--- src/rtl/perm_pkg.sv ---
package perm_pkg;
  typedef enum logic [1:0] {
    ST_IDLE = 2'd0,
    ST_PREP = 2'd1,
    ST_RUN  = 2'd2,
    ST_OUT  = 2'd3
  } perm_state_e;
endpackage

--- src/rtl/pext_unit.sv ---
module pext_unit #(
  parameter int W  = 32,
  parameter int LW = $clog2(W),
  parameter int CW = LW + 1
) (
  input  logic [W-1:0]  src,
  input  logic [W-1:0]  sel,
  output logic [W-1:0]  packed_o,
  output logic [CW-1:0] count_o
);
  // compact the selected bits of src toward bit 0, keeping their order
  always_comb begin
    packed_o = '0;
    count_o  = '0;
    for (int b = 0; b < W; b++) begin
      if (sel[b]) begin
        packed_o[count_o[LW-1:0]] = src[b];
        count_o = count_o + 1'b1;
      end
    end
  end
endmodule

--- src/rtl/grp_unit.sv ---
module grp_unit #(
  parameter int W = 32
) (
  input  logic [W-1:0] val,
  input  logic [W-1:0] msk,
  output logic [W-1:0] grouped
);
  localparam int LW = $clog2(W);
  localparam int CW = LW + 1;

  logic [W-1:0]  part [2];
  logic [CW-1:0] cnt  [2];

  // half 0 gathers the bits under mask zeros, half 1 the bits under mask ones
  for (genvar h = 0; h < 2; h++) begin : g_half
    pext_unit #(.W(W)) u_pext (
      .src      (val),
      .sel      ((h == 1) ? msk : ~msk),
      .packed_o (part[h]),
      .count_o  (cnt[h])
    );
  end

  assign grouped = (part[1] << cnt[0]) | part[0];
endmodule

--- src/rtl/perm_ctrl.sv ---
module perm_ctrl
  import perm_pkg::*;
#(
  parameter int W  = 32,
  parameter int LW = $clog2(W)
) (
  input  logic          clk,
  input  logic          rst_n,
  input  logic          cfg_we,
  input  logic          cfg_go,
  input  logic          in_valid,
  input  logic          out_ready,
  output perm_state_e   st,
  output logic [LW-1:0] pi,
  output logic [LW-1:0] pj,
  output logic [LW-1:0] step,
  output logic          masks_ok
);
  localparam logic [LW-1:0] LAST = LW'(LW - 1);

  always_ff @(posedge clk or negedge rst_n) begin
    if (!rst_n) begin
      st       <= ST_IDLE;
      pi       <= '0;
      pj       <= '0;
      step     <= '0;
      masks_ok <= 1'b0;
    end else begin
      unique case (st)
        ST_IDLE: begin
          if (cfg_go) begin
            st       <= ST_PREP;
            pi       <= LW'(1);
            pj       <= '0;
            masks_ok <= 1'b0;
          end else if (cfg_we) begin
            masks_ok <= 1'b0;
          end else if (in_valid && masks_ok) begin
            st   <= ST_RUN;
            step <= '0;
          end
        end
        ST_PREP: begin
          if (pj == pi - 1'b1) begin
            pj <= '0;
            if (pi == LAST) begin
              st       <= ST_IDLE;
              masks_ok <= 1'b1;
            end else begin
              pi <= pi + 1'b1;
            end
          end else begin
            pj <= pj + 1'b1;
          end
        end
        ST_RUN: begin
          if (step == LAST) st <= ST_OUT;
          else              step <= step + 1'b1;
        end
        ST_OUT: begin
          if (out_ready) st <= ST_IDLE;
        end
        default: st <= ST_IDLE;
      endcase
    end
  end
endmodule

--- src/rtl/perm_engine.sv ---
module perm_engine
  import perm_pkg::*;
#(
  parameter int W = 32
) (
  input  logic                 clk,
  input  logic                 rst_n,
  input  logic                 cfg_we,
  input  logic [$clog2(W)-1:0] cfg_sel,
  input  logic [W-1:0]         cfg_word,
  input  logic                 cfg_go,
  output logic                 busy,
  input  logic                 in_valid,
  output logic                 in_ready,
  input  logic [W-1:0]         in_data,
  output logic                 out_valid,
  input  logic                 out_ready,
  output logic [W-1:0]         out_data
);
  localparam int LW = $clog2(W);

  perm_state_e   st;
  logic [LW-1:0] pi, pj, step;
  logic          masks_ok;
  logic [W-1:0]  cw [LW];
  logic [W-1:0]  data_r;
  logic [W-1:0]  op_val, op_msk, grp_res;
  logic          idle, accept;

  perm_ctrl #(.W(W)) u_ctrl (
    .clk       (clk),
    .rst_n     (rst_n),
    .cfg_we    (cfg_we),
    .cfg_go    (cfg_go),
    .in_valid  (in_valid),
    .out_ready (out_ready),
    .st        (st),
    .pi        (pi),
    .pj        (pj),
    .step      (step),
    .masks_ok  (masks_ok)
  );

  assign idle     = (st == ST_IDLE);
  assign in_ready = idle && masks_ok && !cfg_we && !cfg_go;
  assign accept   = in_valid && in_ready;

  // one shared group unit: conditions masks in PREP, permutes data in RUN
  always_comb begin
    if (st == ST_PREP) begin
      op_val = cw[pi];
      op_msk = cw[pj];
    end else begin
      op_val = data_r;
      op_msk = cw[step];
    end
  end

  grp_unit #(.W(W)) u_grp (
    .val     (op_val),
    .msk     (op_msk),
    .grouped (grp_res)
  );

  always_ff @(posedge clk or negedge rst_n) begin
    if (!rst_n) begin
      for (int k = 0; k < LW; k++) cw[k] <= '0;
    end else if (idle && cfg_we && (int'(cfg_sel) < LW)) begin
      cw[cfg_sel] <= cfg_word;
    end else if (st == ST_PREP) begin
      cw[pi] <= grp_res;
    end
  end

  always_ff @(posedge clk or negedge rst_n) begin
    if (!rst_n)             data_r <= '0;
    else if (accept)        data_r <= in_data;
    else if (st == ST_RUN)  data_r <= grp_res;
  end

  assign busy      = !idle;
  assign out_valid = (st == ST_OUT);
  assign out_data  = data_r;
endmodule

--- config.mk ---
export PLATFORM = sky130hd
export DESIGN_NAME = perm_engine
export DESIGN_NICKNAME = d
export VERILOG_FILES = /design/src/rtl/perm_pkg.sv /design/src/rtl/pext_unit.sv /design/src/rtl/grp_unit.sv /design/src/rtl/perm_ctrl.sv /design/src/rtl/perm_engine.sv
export SDC_FILE = /design/constraint.sdc
export NUM_CORES = 2
export LEC_CHECK = 0
export ABC_AREA = 1
export BUFFER_PORTS_ARGS = -buffer_cell sky130_fd_sc_hd__buf_2
export CAP_MARGIN = 10
export CELL_PAD_IN_SITES_DETAIL_PLACEMENT = 1
export CELL_PAD_IN_SITES_GLOBAL_PLACEMENT = 1
export CORE_MARGIN = 4
export CORE_UTILIZATION = 45
export DETAILED_ROUTE_END_ITERATION = 12
export GPL_TIMING_DRIVEN = 0
export PLACE_DENSITY = 0.83
export SETUP_SLACK_MARGIN = 0.2
export SYNTH_ARGS = -nofsm -noshare
export SYNTH_HDL_FRONTEND = slang
export SYNTH_SLANG_ARGS = --single-unit
--- constraint.sdc ---
create_clock -name clk -period 30.5 [get_ports clk]
set_input_delay 1.525 -clock clk [delete_from_list [all_inputs] [get_ports clk]]
set_output_delay 1.525 -clock clk [all_outputs]
set_load 0.1 [all_outputs]
**Yosys cells after proc, flatten, opt, wreduce, memory -nomap -nowiden**

Index checks and enable logic that the tools add are counted.

- Word-level logic and storage cells: 676
- ROM bits: 0
- Latch bits: 0
- Memories: 0
- Register bits after elaboration: 210
- RAM bits: 0
- Output and inout port bits: 35

- Shift-type cells: 1
- Multiply operators: 0
- Bitwise gates (word level): 6
- Add/sub/neg operators: 65
- Div/mod/pow operators: 0
- $lt $le $gt $ge: 131
- Reductions and logical operators: 84
- Muxes and demuxes: 359
- Eq/ne operators: 19

Operators with widths:

| kind | count |
|---|---|
| 32-bit 2-to-1 mux | 74 |
| 32-bit bitwise mux | 62 |
| 5-bit by 6-bit < comparator with 1-bit output (second input constant) | 60 |
| 160-bit bitwise mux | 2 |
| 160-bit 2-to-1 mux | 2 |
| 1-bit demux with 5-bit select | 62 |
| 5-bit by 1-bit greater-or-equal comparator with 1-bit output (second input constant) | 62 |
| 32-bit binary-select mux with 3-bit select | 3 |
| 5-bit 2-to-1 mux | 39 |
| 32-bit demux with 3-bit select | 2 |
| 6-bit by 1-bit adder with 6-bit output (second input constant) | 31 |
| 6-bit 2-to-1 mux | 31 |
| 5-bit by 1-bit adder with 5-bit output (second input constant) | 32 |
| 1-bit logical AND | 71 |
| 1-bit 2-to-1 mux | 70 |
| 32-bit NOT | 1 |
| 32-bit OR | 1 |
| 32-bit by 6-bit left shift with 32-bit output | 1 |
| 5-bit case mux with 2 select lines | 3 |
| 6-bit by 4-bit greater-or-equal comparator with 1-bit output (second input constant) | 4 |
| 5-bit NOT with 6-bit output | 4 |
| 2-bit 2-to-1 mux | 7 |
| 1-bit by 6-bit < comparator with 1-bit output (second input constant) | 2 |
| 6-bit by 1-bit < comparator with 1-bit output (second input constant) | 2 |
| other kinds (20) | 37 |

**Longest topological paths before layout**

- Depth in word-level cells: 77
- Depth in mapped cells: 136

**Hierarchy**

Synthesis repeated with hierarchy kept, for this count alone.

- Cells, all modules: 12253
- Area, all modules: 63952.6 sq um

Modules (own cells, without submodules):

| module | cells each | instances | area an instance (sq um) |
|---|---|---|---|
| pext_unit at u_grp.g_half[0].u_pext | 4324 | 1 | 22312.6 |
| pext_unit at u_grp.g_half[1].u_pext | 4367 | 1 | 21948.6 |
| perm_engine | 2992 | 1 | 16600.9 |
| grp_unit | 404 | 1 | 1878.1 |
| perm_ctrl | 166 | 1 | 1212.4 |

**Worst setup path before layout**

No wires, ideal clock.

- Path kind: register -> register
- Start: reg u_ctrl.step[0]
- End: reg data_r[29], in the netlist out_data[29]
- Setup slack: 7712 ps
- Data arrival time: 22656 ps
- Period minus slack after synthesis: 22788 ps
- Setup time: 131 ps
- Cell stages (with the launch flop): 127
- Cells stage by stage: dfrtp_1 > buf_4 > inv_4 > buf_4 > clkbuf_1 > clkbuf_1 > clkbuf_1 > clkbuf_1 > nor2_1 > o21ai_0 > o21ai_0 > nand2_1 > inv_1 > fa_1 > inv_1 > ha_1 > nand2_1 > nand2_1 > [91 not listed] > nand2_1 > o21ai_0 > ha_1 > o21ai_0 > inv_1 > nor3_1 > buf_2 > nand3_1 > nand2_1 > nand3_1 > nand3_1 > nand3_1 > nand2_1 > nand2_1 > nand3_1 > nand3_2 > nand2_1 > o211ai_1

- Word-level cells in the longest chain between the ends: 76

RTL lines:

| item | RTL line | text |
|---|---|---|
| start: declaration | perm_ctrl.sv:16 | `output logic [LW-1:0] step,` |
| start signal: assignment | perm_ctrl.sv:58 | `else step <= step + 1'b1;` |
| 5-bit NOT with 6-bit output (implied by the code) * | perm_engine.sv:55 | `op_msk = cw[step];` |
| 32-bit binary-select mux with 3-bit select * | perm_engine.sv:55 |  |
| 32-bit 2-to-1 mux (implied by the code) * (2 in a row) | perm_engine.sv:55 |  |
| 32-bit 2-to-1 mux * | perm_engine.sv:50 | `if (st == ST_PREP) begin` |
| parallel branches: the longest is 68 deep, another holds 6-bit by 1-bit adder with 6-bit output | - |  |
| 32-bit OR * | grp_unit.sv:24 | `assign grouped = (part[1] << cnt[0]) \| part[0];` |
| 32-bit 2-to-1 mux * | perm_engine.sv:78 | `else if (st == ST_RUN) data_r <= grp_res;` |
| 32-bit 2-to-1 mux * | perm_engine.sv:77 | `else if (accept) data_r <= in_data;` |
| end signal: assignment | perm_engine.sv:77 |  |
| end signal: assignment | perm_engine.sv:78 |  |
| end: declaration | perm_engine.sv:26 | `logic [W-1:0] data_r;` |

Every way passes the cells marked *. The select of a mux whose other input is x is not followed.
A chain may end at the register's enable or synchronous reset.

**Final worst setup path**

- Start: reg u_ctrl.step[0]
- End: reg data_r[17], in the netlist out_data[17]

Same word-level chain as after synthesis.

==> flow_summary.rst <==
.. list-table::
   :header-rows: 1

   * - Metric
     - Value
   * - Total gr overflow
     - 0
   * - Sequential cell area
     - approximately 0.0053 mm2
   * - Synthesized netlist net count
     - between 10000 and 15000
   * - Clock sink count
     - between 200 and 250
   * - Net count of the finished layout
     - 11041
   * - Skew-Pair Late Insertion Delay
     - about 0.59 ns
   * - Final clock period utilization by the worst path
     - a little over nine tenths
   * - Worst reg2reg startpoint
     - u_ctrl.step[0]$_DFFE_PN0P_
   * - Simple logic cell fraction of the synthesized area
     - 58.1%
   * - Number of clock buffers inserted by TritonCTS
     - 24
   * - Reported max-cap violation count
     - 0
   * - Main area contributors after synthesis
     - sky130_fd_sc_hd__nand3_1, sky130_fd_sc_hd__nand2_1, sky130_fd_sc_hd__dfrtp_1
   * - RSZ-0062 raised after global routing
     - no
   * - TNS Setup
     - 0 ns
   * - Avg Vias per Cell
     - 6.67
   * - Crit path max fanout
     - 10
   * - Buffers on Ports
     - about 110
   * - Number of setup violations in the final report
     - 0
   * - Library cell with the highest instance count after synthesis
     - sky130_fd_sc_hd__nand2_1
   * - Max Clock Freq
     - between 0.03 and 0.04 GHz
   * - Top flip-flop cell by instance count after synthesis
     - sky130_fd_sc_hd__dfrtp_1
   * - Type of the worst setup path
     - reg2reg
   * - Residual antenna-violating net count after detailed routing
     - 0
   * - Overall die width
     - 364 um
   * - CP Capture Type
     - flip-flop
   * - CTS tree
     - yes
   * - Ratio of cells with drive above 1 in the final layout
     - 8.02%
   * - Largest net degree at the start of global routing
     - about 110
   * - Post-synthesis async set-or-reset flop share
     - 100%
   * - Gate count of the mapped netlist
     - around 11000
   * - Aggregate global-route resource usage
     - between 40% and 50%
   * - Initial core utilization
     - between 40% and 50%
   * - Area of the mapped netlist
     - 0.0570 mm2
   * - Status
     - finished, violations left
   * - Die Outline Area
     - around 0.13 mm2
   * - Via Count
     - slightly above 80000
   * - Number of synthesized flops with an enable pin
     - 0
   * - # hold bufs at CTS
     - 0
   * - Crit path top cell by count
     - sky130_fd_sc_hd__nand2_1
   * - Number of distinct library cells after synthesis
     - 71
   * - Slack of the worst reg-to-reg path
     - about 1.7 ns
   * - Complex-gate fraction of the synthesized area
     - between 10 and 15%
   * - Combinational family with the most area after synthesis
     - simple AND/OR/NAND/NOR gates
   * - Worst-case hold path end point
     - out_data[6]$_DFFE_PN0P_
   * - Area share of the largest cell type after synthesis
     - about a quarter
   * - Drt pass-1 iters
     - 6
   * - Filler cells
     - 18767
   * - Rows
     - between 100 and 150
   * - Transition time at the pin with the least slew margin
     - 1.56 ns
   * - Synthesis-to-layout area growth
     - 6.40%
   * - Depth of the most critical reg-to-reg path
     - between 100 and 150
   * - Global-route wire length before repair
     - about 480000 um
   * - Yosys warning total
     - 0
   * - Share of synthesized cell area in full adder, half adder and majority cells
     - 5.04%
   * - Final Hold Slack
     - approximately 0.54 ns
   * - Number of hold violations in the final report
     - 0
   * - Startpoint of the most critical hold path
     - out_data[6]$_DFFE_PN0P_
   * - Hold path cells
     - 2
   * - Commonest cells post-synth
     - sky130_fd_sc_hd__nand2_1, sky130_fd_sc_hd__nand3_1, sky130_fd_sc_hd__nor2_1
   * - Class of the tightest hold or removal check
     - reg2reg
   * - Register bit count reported by yosys
     - between 200 and 250
   * - Crit path largest cell delay
     - between 0.6 and 0.7 ns
   * - Clock H-tree levels
     - 1
   * - Crit start category
     - flip-flop
   * - Root buf cell
     - sky130_fd_sc_hd__clkbuf_16
   * - Average size of a mapped cell
     - ~5.4 um2
   * - Highest-delay cell along the critical path
     - sky130_fd_sc_hd__fa_1
   * - End of the worst register-to-register path
     - out_data[17]$_DFFE_PN0P_
   * - IO Count
     - 110
   * - Post-detailed-routing wire length
     - approximately 320000 um
   * - Core outline area
     - about 0.13 mm2
   * - Worst max-slew margin expressed relative to the limit
     - -3.97%
   * - Failing checks
     - slew limit
   * - Routability cong.
     - 1.12
   * - Per-cell routed wire length
     - around 26 um
   * - Initial antenna violation count
     - 16
   * - Die height
     - 364 um
   * - Share of the yosys chip area belonging to registers
     - 9.22%
   * - Clock input transition at the sequential cells of the worst setup and hold paths
     - ~0.06 ns
   * - Via count of the first global-routing pass
     - roughly 80000
   * - Cell accounting for the most synthesized area
     - sky130_fd_sc_hd__nand3_1
   * - Initial detailed-routing violation count
     - about 12000
   * - Post-synthesis mux area share
     - about 1.4%
   * - Arrival time worst endpoint
     - about 30 ns
   * - Post-detail-place hpwl
     - 259000 um
   * - Synthesized-area fraction occupied by xor and xnor cells
     - less than 1%
   * - Max Slew Vio Count
     - 5
   * - Buffer depth of the longest clock path
     - 3
   * - Required time of the critical path
     - approximately 31 ns
   * - Fin Clk Skew
     - approximately 0.026 ns
   * - Area taken by multi-input logic gates
     - between 0.04 and 0.05 mm2
   * - Minimum clock period after layout
     - slightly below 30 ns
   * - Residual DRC count
     - 0
-- cells by family after synthesis --
logic type / count (synthesis)
AO/OA/AOI/OAI: 1365
multiplexers: 80
buffers and inverters: 1514
flip-flops: 210
XOR/XNOR: 17
adder cells (fa/ha/maj): 229
AND/OR/NAND/NOR: 7175
-- per-stage QoR --
step | instance area [um2] | instances | setup WS, ns | utilization, %
after floorplan | 57000 | 10590 | 7.71 | -
after global placement | 59600 | 12349 | 3.40 | 47.4
after detailed placement | 59800 | 12357 | 2.25 | 47.6
after CTS | 60600 | 12400 | 2.01 | 48.2
after global routing | 60700 | 12410 | 0.188 | 48.2
final | 60700 | 12411 | 1.66 | 48.2
-- repair_timing --
item                                    CTS  global route
endpoints found under the setup margin    0           136
buffers inserted                          0             0
resized for setup                         0             9
-- metal layers --
metal  wire length [um]  global-route usage (%)  share of wire, %  up-vias
met5                 86                       0             0.027        -
met4              16500                    19.4               5.1       10
met3              45200                    15.4                14     1038
met2             126000                    64.6                39     5360
met1             134000                    63.6                42    40216
li1                   -                       -                 -    36180
-- worst max-delay path: cells and delay by family, from the launching register on --
family / cells / cell delay, ns
flip-flops: 1 / 0.38
AO/OA/AOI/OAI: 10 / 3.18
buffers and inverters: 30 / 5.09
AND/OR/NAND/NOR: 57 / 11.15
adder cells (fa/ha/maj): 29 / 8.81
-- layout make-up --
class                   instances  area share (%)
multi-input cells            8866            74.9
flip-flops and latches        210            8.66
inverters                    1006            6.29
plain buffers                 508            4.20
well taps                    1650            3.40
repair buffers                121            1.17
clock buffers                  35            1.13
clock inverters                 8           0.198
diodes                          7          0.0289
-- state kept, by name (all words and copies together), names as in the netlist --
name             flops
u_ctrl.masks_ok      1
u_ctrl.pi            5
out_data            32
u_ctrl.st            2
cw                 160
u_ctrl.step          5
u_ctrl.pj            5
-- placed cells by master (no fill, tap or decap), types with 210 or more instances in the layout --
master	synthesis	final
sky130_fd_sc_hd__nand3_1	2716	2716
sky130_fd_sc_hd__o21ai_0	289	288
sky130_fd_sc_hd__nor2_1	951	951
sky130_fd_sc_hd__ha_1	228	228
sky130_fd_sc_hd__nand2_2	243	243
sky130_fd_sc_hd__clkbuf_1	334	338
sky130_fd_sc_hd__o211ai_1	336	336
sky130_fd_sc_hd__inv_1	903	903
sky130_fd_sc_hd__a21oi_1	439	439
sky130_fd_sc_hd__dfrtp_1	210	210
sky130_fd_sc_hd__nand2_1	2756	2756
-- worst max path at each step --
stage | slack [ns] | start | cells past startpoint | end
after floorplan | 7.71 | u_ctrl.step[0]$_DFFE_PN0P_ | 126 | out_data[29]$_DFFE_PN0P_
after global placement | 3.40 | u_ctrl.step[0]$_DFFE_PN0P_ | 126 | out_data[16]$_DFFE_PN0P_
after detailed placement | 2.25 | u_ctrl.step[0]$_DFFE_PN0P_ | 126 | out_data[17]$_DFFE_PN0P_
after CTS | 2.01 | u_ctrl.step[0]$_DFFE_PN0P_ | 126 | out_data[16]$_DFFE_PN0P_
after global routing | 0.19 | u_ctrl.step[0]$_DFFE_PN0P_ | 126 | cw[84]$_DFFE_PN0P_
final | 1.66 | u_ctrl.step[0]$_DFFE_PN0P_ | 126 | out_data[17]$_DFFE_PN0P_
Power is not shown: default switching activity piles up to over one toggle a cycle in this logic, so the estimate is an artifact.
